==> config.mk <==
export PLATFORM = sky130hd
export DESIGN_NAME = pairbank_secded
export DESIGN_NICKNAME = d
export VERILOG_FILES = /design/src/rtl/pbs_pkg.sv /design/src/rtl/pbs_encoder.sv /design/src/rtl/pbs_decoder.sv /design/src/rtl/pbs_ctrl.sv /design/src/rtl/pairbank_secded.sv
export SDC_FILE = /design/constraint.sdc
export NUM_CORES = 1
export LEC_CHECK = 0
export BUFFER_PORTS_ARGS = -buffer_cell sky130_fd_sc_hd__buf_4
export CORE_MARGIN = 10
export CORE_UTILIZATION = 58
export CTS_BUF_LIST = sky130_fd_sc_hd__clkbuf_4 sky130_fd_sc_hd__clkbuf_8
export DETAILED_ROUTE_END_ITERATION = 16
export GPL_ROUTABILITY_DRIVEN = 0
export PLACE_DENSITY = 0.87
export SETUP_SLACK_MARGIN = 0.3
export SKIP_LAST_GASP = 1
export SLEW_MARGIN = 25
export SYNTH_ARGS = -nofsm -noshare
export SYNTH_HDL_FRONTEND = slang
export SYNTH_HIERARCHICAL = 1
export SYNTH_SLANG_ARGS = --single-unit
==> constraint.sdc <==
create_clock -name clk -period 6.07 [get_ports clk]
set_clock_uncertainty 0.2 [all_clocks]
set_input_delay 0.9105 -clock clk [delete_from_list [all_inputs] [get_ports clk]]
set_output_delay 0.9105 -clock clk [all_outputs]
set_load 0.02 [all_outputs]
==> src/rtl/pbs_pkg.sv <==
package pbs_pkg;
  localparam int WORD_W  = 64;
  localparam int CHK_W   = 8;
  localparam int HAM_W   = 7;
  localparam int CW_W    = WORD_W + CHK_W;
  localparam int HALF_W  = WORD_W / 2;
  localparam int SPARE_W = CHK_W / 2;
  localparam int BANK_W  = HALF_W + SPARE_W;
  localparam int BYTES   = WORD_W / 8;

  typedef enum logic [1:0] {ST_IDLE, ST_ACCESS, ST_WAIT} pbs_state_e;

  function automatic logic [CW_W-1:0] pbs_spread(input logic [WORD_W-1:0] d);
    logic [CW_W-1:0] cw;
    int j;
    cw = '0;
    j = 0;
    for (int p = 1; p < CW_W; p++) begin
      if ((p & (p - 1)) != 0) begin
        cw[p] = d[j];
        j++;
      end
    end
    return cw;
  endfunction

  function automatic logic [WORD_W-1:0] pbs_gather(input logic [CW_W-1:0] cw);
    logic [WORD_W-1:0] d;
    int j;
    d = '0;
    j = 0;
    for (int p = 1; p < CW_W; p++) begin
      if ((p & (p - 1)) != 0) begin
        d[j] = cw[p];
        j++;
      end
    end
    return d;
  endfunction

  function automatic logic [HAM_W-1:0] pbs_hsyn(input logic [CW_W-1:0] cw);
    logic [HAM_W-1:0] s;
    s = '0;
    for (int k = 0; k < HAM_W; k++)
      for (int p = 1; p < CW_W; p++)
        if (((p >> k) & 1) == 1) s[k] = s[k] ^ cw[p];
    return s;
  endfunction
endpackage

==> src/rtl/pbs_encoder.sv <==
module pbs_encoder
  import pbs_pkg::*;
(
  input  logic [WORD_W-1:0] word,
  input  logic              ecc_mode,
  output logic [BANK_W-1:0] lo_bits,
  output logic [BANK_W-1:0] hi_bits
);
  logic [CHK_W-1:0]  chk;
  logic [BYTES-1:0]  bpar;
  logic [CW_W-1:0]   cw;
  logic [HAM_W-1:0]  ham;

  always_comb begin
    cw  = pbs_spread(word);
    ham = pbs_hsyn(cw);
    chk = {(^word) ^ (^ham), ham};
  end

  for (genvar b = 0; b < BYTES; b++) begin : g_bpar
    assign bpar[b] = ^word[8*b +: 8];
  end

  logic [CHK_W-1:0] spare;
  assign spare   = ecc_mode ? chk : bpar;
  assign lo_bits = {spare[SPARE_W-1:0], word[HALF_W-1:0]};
  assign hi_bits = {spare[CHK_W-1:SPARE_W], word[WORD_W-1:HALF_W]};
endmodule

==> src/rtl/pbs_decoder.sv <==
module pbs_decoder
  import pbs_pkg::*;
(
  input  logic [BANK_W-1:0] lo_bits,
  input  logic [BANK_W-1:0] hi_bits,
  input  logic              ecc_mode,
  output logic [WORD_W-1:0] word,
  output logic              corrected,
  output logic              uncorr,
  output logic [BYTES-1:0]  par_err
);
  logic [WORD_W-1:0] raw;
  logic [CHK_W-1:0]  spare;
  logic [CW_W-1:0]   cw;
  logic [HAM_W-1:0]  syn;
  logic              odd;
  logic [BYTES-1:0]  bmis;

  assign raw   = {hi_bits[HALF_W-1:0], lo_bits[HALF_W-1:0]};
  assign spare = {hi_bits[BANK_W-1:HALF_W], lo_bits[BANK_W-1:HALF_W]};

  for (genvar b = 0; b < BYTES; b++) begin : g_bchk
    assign bmis[b] = (^raw[8*b +: 8]) ^ spare[b];
  end

  always_comb begin
    cw = pbs_spread(raw);
    cw[0] = spare[CHK_W-1];
    for (int k = 0; k < HAM_W; k++) cw[1 << k] = spare[k];
    syn = pbs_hsyn(cw);
    odd = ^cw;
    corrected = 1'b0;
    uncorr    = 1'b0;
    word      = raw;
    par_err   = '0;
    if (!ecc_mode) begin
      par_err = bmis;
    end else if (odd) begin
      if (32'(syn) < CW_W) begin
        corrected = 1'b1;
        for (int p = 1; p < CW_W; p++)
          if (syn == HAM_W'(p)) cw[p] = ~cw[p];
        word = pbs_gather(cw);
      end else begin
        uncorr = 1'b1;
      end
    end else if (syn != '0) begin
      uncorr = 1'b1;
    end
  end
endmodule

==> src/rtl/pbs_ctrl.sv <==
module pbs_ctrl
  import pbs_pkg::*;
#(
  parameter int ADDR_W = 10
) (
  input  logic              clk,
  input  logic              rst_n,
  input  logic              ecc_en,
  input  logic              req_valid,
  output logic              req_ready,
  input  logic              req_we,
  input  logic [ADDR_W-1:0] req_addr,
  input  logic [WORD_W-1:0] req_wdata,
  output logic              rsp_valid,
  input  logic              rsp_ready,
  output logic [WORD_W-1:0] rsp_rdata,
  output logic              rsp_corrected,
  output logic              rsp_uncorr,
  output logic [BYTES-1:0]  rsp_par_err,
  output logic [ADDR_W-1:0] cmd_addr,
  output logic [WORD_W-1:0] cmd_wdata,
  output logic              cmd_ecc,
  output logic              wr_stb,
  output logic              rd_stb,
  input  logic              bank_rvalid,
  input  logic [WORD_W-1:0] dec_word,
  input  logic              dec_corr,
  input  logic              dec_uncorr,
  input  logic [BYTES-1:0]  dec_perr
);
  pbs_state_e state;
  logic       cmd_we;
  logic       take;

  assign req_ready = (state == ST_IDLE) && (!rsp_valid || rsp_ready);
  assign take      = req_valid && req_ready;
  assign wr_stb    = (state == ST_ACCESS) && cmd_we;
  assign rd_stb    = (state == ST_ACCESS) && !cmd_we;

  always_ff @(posedge clk) begin
    if (!rst_n) begin
      state     <= ST_IDLE;
      cmd_we    <= 1'b0;
      cmd_addr  <= '0;
      cmd_wdata <= '0;
      cmd_ecc   <= 1'b0;
    end else begin
      case (state)
        ST_IDLE: if (take) begin
          state     <= ST_ACCESS;
          cmd_we    <= req_we;
          cmd_addr  <= req_addr;
          cmd_wdata <= req_wdata;
          cmd_ecc   <= ecc_en;
        end
        ST_ACCESS: state <= cmd_we ? ST_IDLE : ST_WAIT;
        ST_WAIT:   if (bank_rvalid) state <= ST_IDLE;
        default:   state <= ST_IDLE;
      endcase
    end
  end

  always_ff @(posedge clk) begin
    if (!rst_n) begin
      rsp_valid     <= 1'b0;
      rsp_rdata     <= '0;
      rsp_corrected <= 1'b0;
      rsp_uncorr    <= 1'b0;
      rsp_par_err   <= '0;
    end else if (state == ST_WAIT && bank_rvalid) begin
      rsp_valid     <= 1'b1;
      rsp_rdata     <= dec_word;
      rsp_corrected <= dec_corr;
      rsp_uncorr    <= dec_uncorr;
      rsp_par_err   <= dec_perr;
    end else if (rsp_ready) begin
      rsp_valid <= 1'b0;
    end
  end

  // a stalled response holds
  p_rsp_hold_r8: assert property (@(posedge clk) disable iff (!rst_n)
    rsp_valid && !rsp_ready |=> rsp_valid && $stable(rsp_rdata));
  // no bank read while a response slot is occupied
  p_rd_slot_free_r9: assert property (@(posedge clk) disable iff (!rst_n)
    rd_stb |-> !rsp_valid);
  // result follows the bank return by one cycle
  p_rsp_after_bank_r3: assert property (@(posedge clk) disable iff (!rst_n)
    bank_rvalid |=> rsp_valid);
  // the two correction flags never appear together
  p_flags_excl_r5: assert property (@(posedge clk) disable iff (!rst_n)
    rsp_valid |-> !(rsp_corrected && rsp_uncorr));
  // parity mismatches only on a parity-mode response
  p_perr_mode_r7: assert property (@(posedge clk) disable iff (!rst_n)
    rsp_valid && (rsp_corrected || rsp_uncorr) |-> rsp_par_err == '0);
  // a strobe cycle is always followed by leaving the access state
  p_one_strobe_r2: assert property (@(posedge clk) disable iff (!rst_n)
    (wr_stb || rd_stb) |=> !(wr_stb || rd_stb));
endmodule

==> src/rtl/pairbank_secded.sv <==
module pairbank_secded
  import pbs_pkg::*;
#(
  parameter int ADDR_W = 10
) (
  input  logic              clk,
  input  logic              rst_n,
  input  logic              ecc_en,
  input  logic              req_valid,
  output logic              req_ready,
  input  logic              req_we,
  input  logic [ADDR_W-1:0] req_addr,
  input  logic [63:0]       req_wdata,
  output logic              rsp_valid,
  input  logic              rsp_ready,
  output logic [63:0]       rsp_rdata,
  output logic              rsp_corrected,
  output logic              rsp_uncorr,
  output logic [7:0]        rsp_par_err,
  output logic [ADDR_W-1:0] bank_addr,
  output logic              bank_lo_wr,
  output logic              bank_lo_rd,
  output logic              bank_hi_wr,
  output logic              bank_hi_rd,
  output logic [35:0]       bank_lo_wdata,
  output logic [35:0]       bank_hi_wdata,
  input  logic              bank_rvalid,
  input  logic [35:0]       bank_lo_rdata,
  input  logic [35:0]       bank_hi_rdata
);
  logic [WORD_W-1:0] cmd_wdata, dec_word;
  logic              cmd_ecc, wr_stb, rd_stb, dec_corr, dec_uncorr;
  logic [BYTES-1:0]  dec_perr;

  pbs_ctrl #(.ADDR_W(ADDR_W)) u_ctrl (
    .clk(clk), .rst_n(rst_n), .ecc_en(ecc_en),
    .req_valid(req_valid), .req_ready(req_ready), .req_we(req_we),
    .req_addr(req_addr), .req_wdata(req_wdata),
    .rsp_valid(rsp_valid), .rsp_ready(rsp_ready), .rsp_rdata(rsp_rdata),
    .rsp_corrected(rsp_corrected), .rsp_uncorr(rsp_uncorr),
    .rsp_par_err(rsp_par_err),
    .cmd_addr(bank_addr), .cmd_wdata(cmd_wdata), .cmd_ecc(cmd_ecc),
    .wr_stb(wr_stb), .rd_stb(rd_stb), .bank_rvalid(bank_rvalid),
    .dec_word(dec_word), .dec_corr(dec_corr), .dec_uncorr(dec_uncorr),
    .dec_perr(dec_perr)
  );

  pbs_encoder u_enc (
    .word(cmd_wdata), .ecc_mode(cmd_ecc),
    .lo_bits(bank_lo_wdata), .hi_bits(bank_hi_wdata)
  );

  pbs_decoder u_dec (
    .lo_bits(bank_lo_rdata), .hi_bits(bank_hi_rdata), .ecc_mode(cmd_ecc),
    .word(dec_word), .corrected(dec_corr), .uncorr(dec_uncorr),
    .par_err(dec_perr)
  );

  assign bank_lo_wr = wr_stb;
  assign bank_hi_wr = wr_stb;
  assign bank_lo_rd = rd_stb;
  assign bank_hi_rd = rd_stb;
endmodule

After elaboration in Yosys (flattened, before gate mapping)

Cells that the tools add are included.

Register bits after elaboration: 153
Bits in latches: 0
RAM bits: 0
ROM bits: 0
Input port bits: 153
Output and inout port bits: 162
Logic and storage cells: 1676
Memories: 0

$add $sub $neg: 62
Multiply operators: 0
Div/mod/pow operators: 0
Order comparisons: 127
Equality and inequality tests: 68
Shift-type cells: 0
Muxes and demuxes: 838
Bitwise logic cells: 476
Reductions and logical operators: 95

Operator list:

| operator                                                            | count |
|---|---|
| two-way mux 64 bit                                                  | 189 |
| two-way mux 32 bit                                                  | 189 |
| bitwise mux 64 bit                                                  | 63 |
| greater-or-equal comparator 32 x 1 -> 1 bit (second input constant) | 63 |
| less-than comparator 32 x 8 -> 1 bit (second input constant)        | 63 |
| adder 32 x 2 -> 32 bit (second input constant)                      | 62 |
| bitwise XOR 1 bit                                                   | 412 |
| demux 1 bit (select 6 bit)                                          | 63 |
| two-way mux 1 bit                                                   | 328 |
| equality test 7 x 6 -> 1 bit (second input constant)                | 31 |
| parity 8 bit                                                        | 16 |
| equality test 7 x 5 -> 1 bit (second input constant)                | 15 |
| parity 72 bit                                                       | 1 |
| logical AND 1 bit                                                   | 68 |
| NOT 1 bit                                                           | 64 |
| parity 64 bit                                                       | 1 |
| equality test 7 x 4 -> 1 bit (second input constant)                | 7 |
| equality test 7 bit (second input constant)                         | 7 |
| equality test 7 x 3 -> 1 bit (second input constant)                | 3 |
| two-way mux 8 bit                                                   | 2 |
| equality test 7 x 2 -> 1 bit (second input constant)                | 1 |
| less-than comparator 7 bit (second input constant)                  | 1 |
| nonzero test 7 bit                                                  | 1 |
| parity 7 bit                                                        | 1 |
| other kinds (11)                                                    | 15 |

Depth between registers and ports, before layout

Word-level depth: 295
Gate-level depth with buffers: 12

By module

The synthesis kept the hierarchy.

Modules (own cells, without submodules):

| module          | times used | cells an instance | area an instance (um2) | sequential area each (um2) |
|---|---|---|---|---|
| pbs_ctrl        | 1          | 664               | 5898.2                 | 3062.9 |
| pbs_decoder     | 1          | 335               | 2738.9                 | 0.0 |
| pbs_encoder     | 1          | 207               | 1944.4                 | 0.0 |
| pairbank_secded | 1          | 2                 | 15.0                   | 0.0 |

Least setup slack after synthesis

Ideal clock, no wire load.

Path kind: input -> register
From: input bank_lo_rdata[25]
To: register u_ctrl.rsp_rdata[15]
Setup time: 0.076 ns
Arrival time: 3.516 ns
Data required time: 5.794 ns
Setup slack: 2.279 ns
Cell stages on the path: 12
Path buffers: 2
Cells stage by stage: clkbuf_2 -> xnor3_1 -> xor3_1 -> xor3_2 -> xnor3_1 -> nor3b_2 -> nand3_2 -> buf_2 -> nor2_1 -> xor2_1 -> nand2_1 -> a21boi_0

Word-level cells in the longest chain between the ends: 278
Elaborated cells on any way between the ends: 667
Classes of those cells: order compare (1); eq/ne (63); mux (504); bitwise (98); reduce/logical (1)

Ends and longest elaborated chain:

| element                          | RTL line              | RTL |
|---|---|---|
| start: declaration               | pairbank_secded.sv:28 | `input logic [35:0] bank_lo_rdata,` |
| bitwise XOR 1 bit (21 in series) | pbs_pkg.sv:46         | `if (((p >> k) & 1) == 1) s[k] = s[k] ^ cw[p];` |
| equality test 7 x 3 -> 1 bit     | pbs_decoder.sv:42     | `if (syn == HAM_W'(p)) cw[p] = ~cw[p];` |
| two-way mux 1 bit                | pbs_decoder.sv:42     |  |
| two-way mux 1 bit                | pbs_decoder.sv:39     | `if (32'(syn) < CW_W) begin` |
| two-way mux 1 bit                | pbs_decoder.sv:38     | `end else if (odd) begin` |
| two-way mux 1 bit                | pbs_decoder.sv:36     | `if (!ecc_mode) begin` |
| bitwise mux 64 bit               | pbs_pkg.sv:34         | `d[j] = cw[p];` |
| two-way mux 64 bit               | pbs_decoder.sv:39     |  |
| [243 not listed]                 | -                     |  |
| two-way mux 64 bit               | pbs_decoder.sv:39     |  |
| two-way mux 64 bit               | pbs_decoder.sv:38     |  |
| two-way mux 64 bit               | pbs_decoder.sv:36     |  |
| bitwise mux 64 bit               | pbs_pkg.sv:34         |  |
| two-way mux 64 bit               | pbs_decoder.sv:39     |  |
| two-way mux 64 bit (*)           | pbs_decoder.sv:38     |  |
| two-way mux 64 bit (*)           | pbs_decoder.sv:36     |  |
| named net dec_word[15]           | pairbank_secded.sv:31 | `logic [WORD_W-1:0] cmd_wdata, dec_word;` |
| end signal: assignment           | pbs_ctrl.sv:72        | `rsp_rdata <= dec_word;` |
| end: declaration                 | pbs_ctrl.sv:16        | `output logic [WORD_W-1:0] rsp_rdata,` |

Mark *: on every way through the listed nets, which the timed path passes. The rest lies on a longest branch. The select of a mux whose other input is x is not followed.
A chain may end at the register's enable or synchronous reset.

Worst setup path after layout

From: register u_ctrl.cmd_wdata[17]
To: output bank_hi_wdata[35]

Word-level cells in the longest chain between the ends: 28
Elaborated cells on any way between the ends: 104
Classes of those cells: mux (1); bitwise (101); reduce/logical (2)

Ends and longest elaborated chain:

| element                          | RTL line              | RTL |
|---|---|---|
| start: declaration               | pbs_ctrl.sv:21        | `output logic [WORD_W-1:0] cmd_wdata,` |
| start signal: assignment         | pbs_ctrl.sv:53        | `cmd_wdata <= req_wdata;` |
| bitwise XOR 1 bit (25 in series) | pbs_pkg.sv:46         |  |
| parity 7 bit                     | pbs_encoder.sv:17     | `chk = {(^word) ^ (^ham), ham};` |
| bitwise XOR 1 bit (*)            | pbs_encoder.sv:17     |  |
| two-way mux 8 bit (*)            | pbs_encoder.sv:25     | `assign spare = ecc_mode ? chk : bpar;` |
| end: declaration                 | pairbank_secded.sv:26 | `output logic [35:0] bank_hi_wdata,` |

Mark *: on every way between the ends. The rest lies on a longest branch, timed or not.

==> impl_summary.log <==
INFO  metric outcome = finished, final reports clean
INFO  metric floorplan.die_area = 0.0241 sq mm
INFO  metric setup_repair_after_global_routing_missed_its_margin = false
INFO  metric synth_simple_gate_area_share = 0.164
INFO  metric layout_worst_path_cycle_share = 0.726
INFO  metric synth_largest_area_cell = sky130_fd_sc_hd__dfxtp_1
INFO  metric crit_required = 4.96 ns
INFO  metric yosys_warnings = 6
INFO  metric synthXorXnorAreaFrac = 0.334
INFO  metric dpl.hpwl = 25,400 microns
INFO  metric setup_total_negative_slack = 0 ns
INFO  metric synth.lib_cells_used.distinct = 45
INFO  metric cts_setup_buffers = 0
INFO  metric final_layout_size_suffix_gt1_frac = 0.256
INFO  metric post_cts_hold_buffer_count = 0
INFO  metric root_buffer = sky130_fd_sc_hd__clkbuf_8
INFO  metric area.growth.synth_to_final = 21.2%
INFO  metric grt_antenna_before_repair = 0
INFO  metric syn_avg_cell_area = 8.77 sq um
INFO  metric worst-path-max-fanout = 4
INFO  metric tightest_slew = 1.04 ns
INFO  metric nNetsFinal = 1,575
INFO  metric grt_max_degree = 155
INFO  metric synth_ff_type = sky130_fd_sc_hd__dfxtp_1
INFO  metric timing_worst_setup_path_type = flop to output pin
INFO  metric critPathArrivalTime = 3.30 ns
INFO  metric post_cts_resize_count = 0
INFO  metric netlist_area = 0.0106 sq mm
INFO  metric synth-seq-area-share = 0.289
INFO  metric num_cts_buffers = 17
INFO  metric remaining_drc_errors = 0
INFO  metric area_share_of_fa_ha_maj_cells_after_synthesis = 0
INFO  metric h_tree_lvl_count = 4
INFO  metric max-cap-violations = 0
INFO  metric cell_area_power_density = 349 mW/mm^2
INFO  metric n_antenna_cell = 0
INFO  metric ys_top_cells_by_area = sky130_fd_sc_hd__dfxtp_1 (29%), sky130_fd_sc_hd__xnor2_1 (17%), sky130_fd_sc_hd__nand2_1 (11%), sky130_fd_sc_hd__xor2_1 (8.8%), sky130_fd_sc_hd__mux2i_1 (7.3%)
INFO  metric compound_gate_portion_of_the_synthesized_area = 0.0597
INFO  metric drt_wl_total = 32,800 microns
INFO  metric cp-start-kind = flop
INFO  metric slew-limit-headroom = 0.306
INFO  metric static-leakage-power = 5.56 nW
INFO  metric post_drt_wl_per_cell = 19.7 microns
INFO  metric dr.first_iter.drc_count = 627
INFO  metric timing_max_transition_violations_final = 0
INFO  metric die-height = 155 microns
INFO  metric placement_rows = 49
INFO  metric synth_top_family_by_area = XOR/XNOR gates
INFO  metric min-delay-path-class = flop to flop
INFO  metric grt_pass1_vias = 8,935
INFO  metric place.port_buffers = 314
INFO  metric syn_nets = 1,361
INFO  metric global_route.overflow_total = 0
INFO  metric path_clk_slew = 0.10 ns
INFO  metric final.setup.worst_slack = 1.66 ns
INFO  metric synthesis.instances = 1,208
INFO  metric clockBufferDepth = 2
INFO  metric core_area = 0.0180 sq mm
INFO  metric initial_core_util = 0.590
INFO  metric crit_path_end_kind = output pin
INFO  metric report.final.setup_viol = 0
INFO  metric cts.sink_count = 153
INFO  metric ir_drop = 0.000304 V
INFO  metric ant_nets = 0
INFO  metric die_w = 155 microns
INFO  metric netlist.area_leader.share = 0.289
INFO  metric ys_ff_latch = 153
INFO  metric grt_first_pass_wirelength = 50,000 microns
INFO  metric cp_slowest_cell = sky130_fd_sc_hd__xnor3_1
INFO  metric final-hold-violation-count = 0
INFO  metric drt_pass1_iterations = 5
INFO  metric post-place-ws = 1.61 ns
INFO  metric cp_slowest_stage_delay = 0.46 ns
INFO  metric cp_cell_sequence = xnor2_1, xor2_1, xnor3_1, xnor3_1, xnor2_2, xnor3_1, a21oi_1, buf_4
INFO  metric asyncSetResetFlopFracSynth = 0
INFO  metric maxClockFrequency = 227 MHz
INFO  metric track_usage = 0.261
INFO  metric synthMuxAreaShare = 0.0727
INFO  metric cts_tree = built
INFO  metric critical-path-top-cell-by-count = sky130_fd_sc_hd__xnor3_1
INFO  metric edff_count_synth = 0
INFO  metric worstSkewPairLatency = 0.45 ns
INFO  metric routed_vias_inst = 5.32
INFO  metric finalCriticalPeriod = 4.41 ns
INFO  metric routed-via-count = 8,848
INFO  metric ios = 315
-- layout make-up --
class	count	area (sq um)
Inverter	1	3.75
Sequential cell	153	3060
Clock inverter	13	145
Fill cell	1379	5120
Clock buffer	19	249
Multi-Input combinational cell	930	6700
Timing Repair Buffer	319	2400
Tap cell	229	287
-- cell usage in the layout (no fill, tap or decap), types with 2 or more instances in the layout --
cell type	instances
sky130_fd_sc_hd__buf_4	318
sky130_fd_sc_hd__nand2_1	309
sky130_fd_sc_hd__xnor2_1	201
sky130_fd_sc_hd__dfxtp_1	153
sky130_fd_sc_hd__xor2_1	106
sky130_fd_sc_hd__mux2i_1	77
sky130_fd_sc_hd__a21boi_0	74
sky130_fd_sc_hd__nor2_1	71
sky130_fd_sc_hd__xnor3_1	29
sky130_fd_sc_hd__clkbuf_8	17
sky130_fd_sc_hd__nand4_1	8
sky130_fd_sc_hd__nor3_1	5
sky130_fd_sc_hd__o21ai_0	5
sky130_fd_sc_hd__xnor2_2	4
sky130_fd_sc_hd__clkinv_4	3
sky130_fd_sc_hd__clkinvlp_4	3
sky130_fd_sc_hd__inv_6	3
sky130_fd_sc_hd__nor3b_1	3
sky130_fd_sc_hd__xor3_1	3
sky130_fd_sc_hd__or4_1	3
sky130_fd_sc_hd__nand3_2	3
sky130_fd_sc_hd__or4_4	3
sky130_fd_sc_hd__clkbuf_4	2
sky130_fd_sc_hd__bufinv_16	2
sky130_fd_sc_hd__clkinv_2	2
sky130_fd_sc_hd__and2_1	2
sky130_fd_sc_hd__o21a_1	2
sky130_fd_sc_hd__nor2b_1	2
sky130_fd_sc_hd__nor4bb_1	2
sky130_fd_sc_hd__a21oi_1	2
-- power breakdown --
part / internal (W) / switching, W / leakage (nW)
sequential: 0.00105 / 0.0000665 / 1.25
clock: 0.000379 / 0.000426 / 0.194
combinational: 0.00114 / 0.00141 / 4.12
-- worst max-delay path, delay by kind of cell (launching register included) --
| family | cells | cell delay (ns) |
|---|---|---|
| DFF | 1 | 0.37 |
| buffers and inverters | 1 | 0.18 |
| AOI/OAI and AO/OA | 1 | 0.21 |
| xor gates and xnor gates | 6 | 2.08 |
-- per-layer routing --
layer  GRT usage  wire length, microns  vias up
li1            -                     -     4218
met1       0.325                 13500     4150
met2       0.410                 15000      424
met3      0.0830                  3350       56
met4       0.107                  1000        0
met5           0                     0        -
-- per-stage QoR --
| step | instances | hold slack, ns | utilization | instance area, sq um | power, W |
|---|---|---|---|---|---|
| 2_1_floorplan | 1208 | 0.244 | - | 10600 | 0.00301 |
| 3_3_place_gp | 1632 | 0.242 | 0.693 | 12400 | 0.00355 |
| 3_5_place_dp | 1632 | 0.252 | 0.693 | 12400 | 0.00362 |
| 4_1_cts | 1664 | 0.264 | 0.715 | 12800 | 0.00443 |
| 5_1_grt | 1664 | 0.275 | 0.715 | 12800 | 0.00465 |
| 6_report | 1664 | 0.263 | 0.715 | 12800 | 0.00448 |
-- kinds of logic after synthesis --
group / Yosys count
and+or+nand+nor: 420
xor gates and xnor gates: 346
DFF: 153
buffers and inverters: 125
AOI/OAI and AO/OA: 87
muxes: 77
-- Yosys cell counts, types with 8 or more instances --
cell / number
sky130_fd_sc_hd__nand2_1: 309
sky130_fd_sc_hd__xnor2_1: 201
sky130_fd_sc_hd__dfxtp_1: 153
sky130_fd_sc_hd__xor2_1: 106
sky130_fd_sc_hd__mux2i_1: 77
sky130_fd_sc_hd__buf_4: 76
sky130_fd_sc_hd__a21boi_0: 74
sky130_fd_sc_hd__nor2_1: 71
sky130_fd_sc_hd__xnor3_1: 29
sky130_fd_sc_hd__clkbuf_1: 28
sky130_fd_sc_hd__buf_2: 13
sky130_fd_sc_hd__nand4_1: 8
-- worst paths after layout --
kind | depth (start not counted) | slack (ns) | endpoint | start
hold reg to reg | 2 | 0.26 | u_ctrl/cmd_addr[0]$_SDFFE_PN0P_ | u_ctrl/cmd_addr[0]$_SDFFE_PN0P_
setup reg to reg | 6 | 3.29 | u_ctrl/rsp_rdata[49]$_SDFFE_PN0P_ | u_ctrl/cmd_ecc$_SDFFE_PN0P_
setup / recovery | 8 | 1.66 | bank_hi_wdata[35] | u_ctrl/cmd_wdata[17]$_SDFFE_PN0P_
hold / removal | 2 | 0.26 | u_ctrl/cmd_addr[0]$_SDFFE_PN0P_ | u_ctrl/cmd_addr[0]$_SDFFE_PN0P_
-- sequential cells by signal, summed over array words and instances (netlist names) --
name / count
u_ctrl/rsp_corrected: 1
u_ctrl/rsp_valid: 1
u_ctrl/rsp_par_err: 8
u_ctrl/state: 2
u_ctrl/cmd_ecc: 1
u_ctrl/rsp_uncorr: 1
u_ctrl/rsp_rdata: 64
u_ctrl/cmd_addr: 10
u_ctrl/cmd_wdata: 64
u_ctrl/cmd_we: 1
No activity file was read; power rests on OpenSTA's default activity.
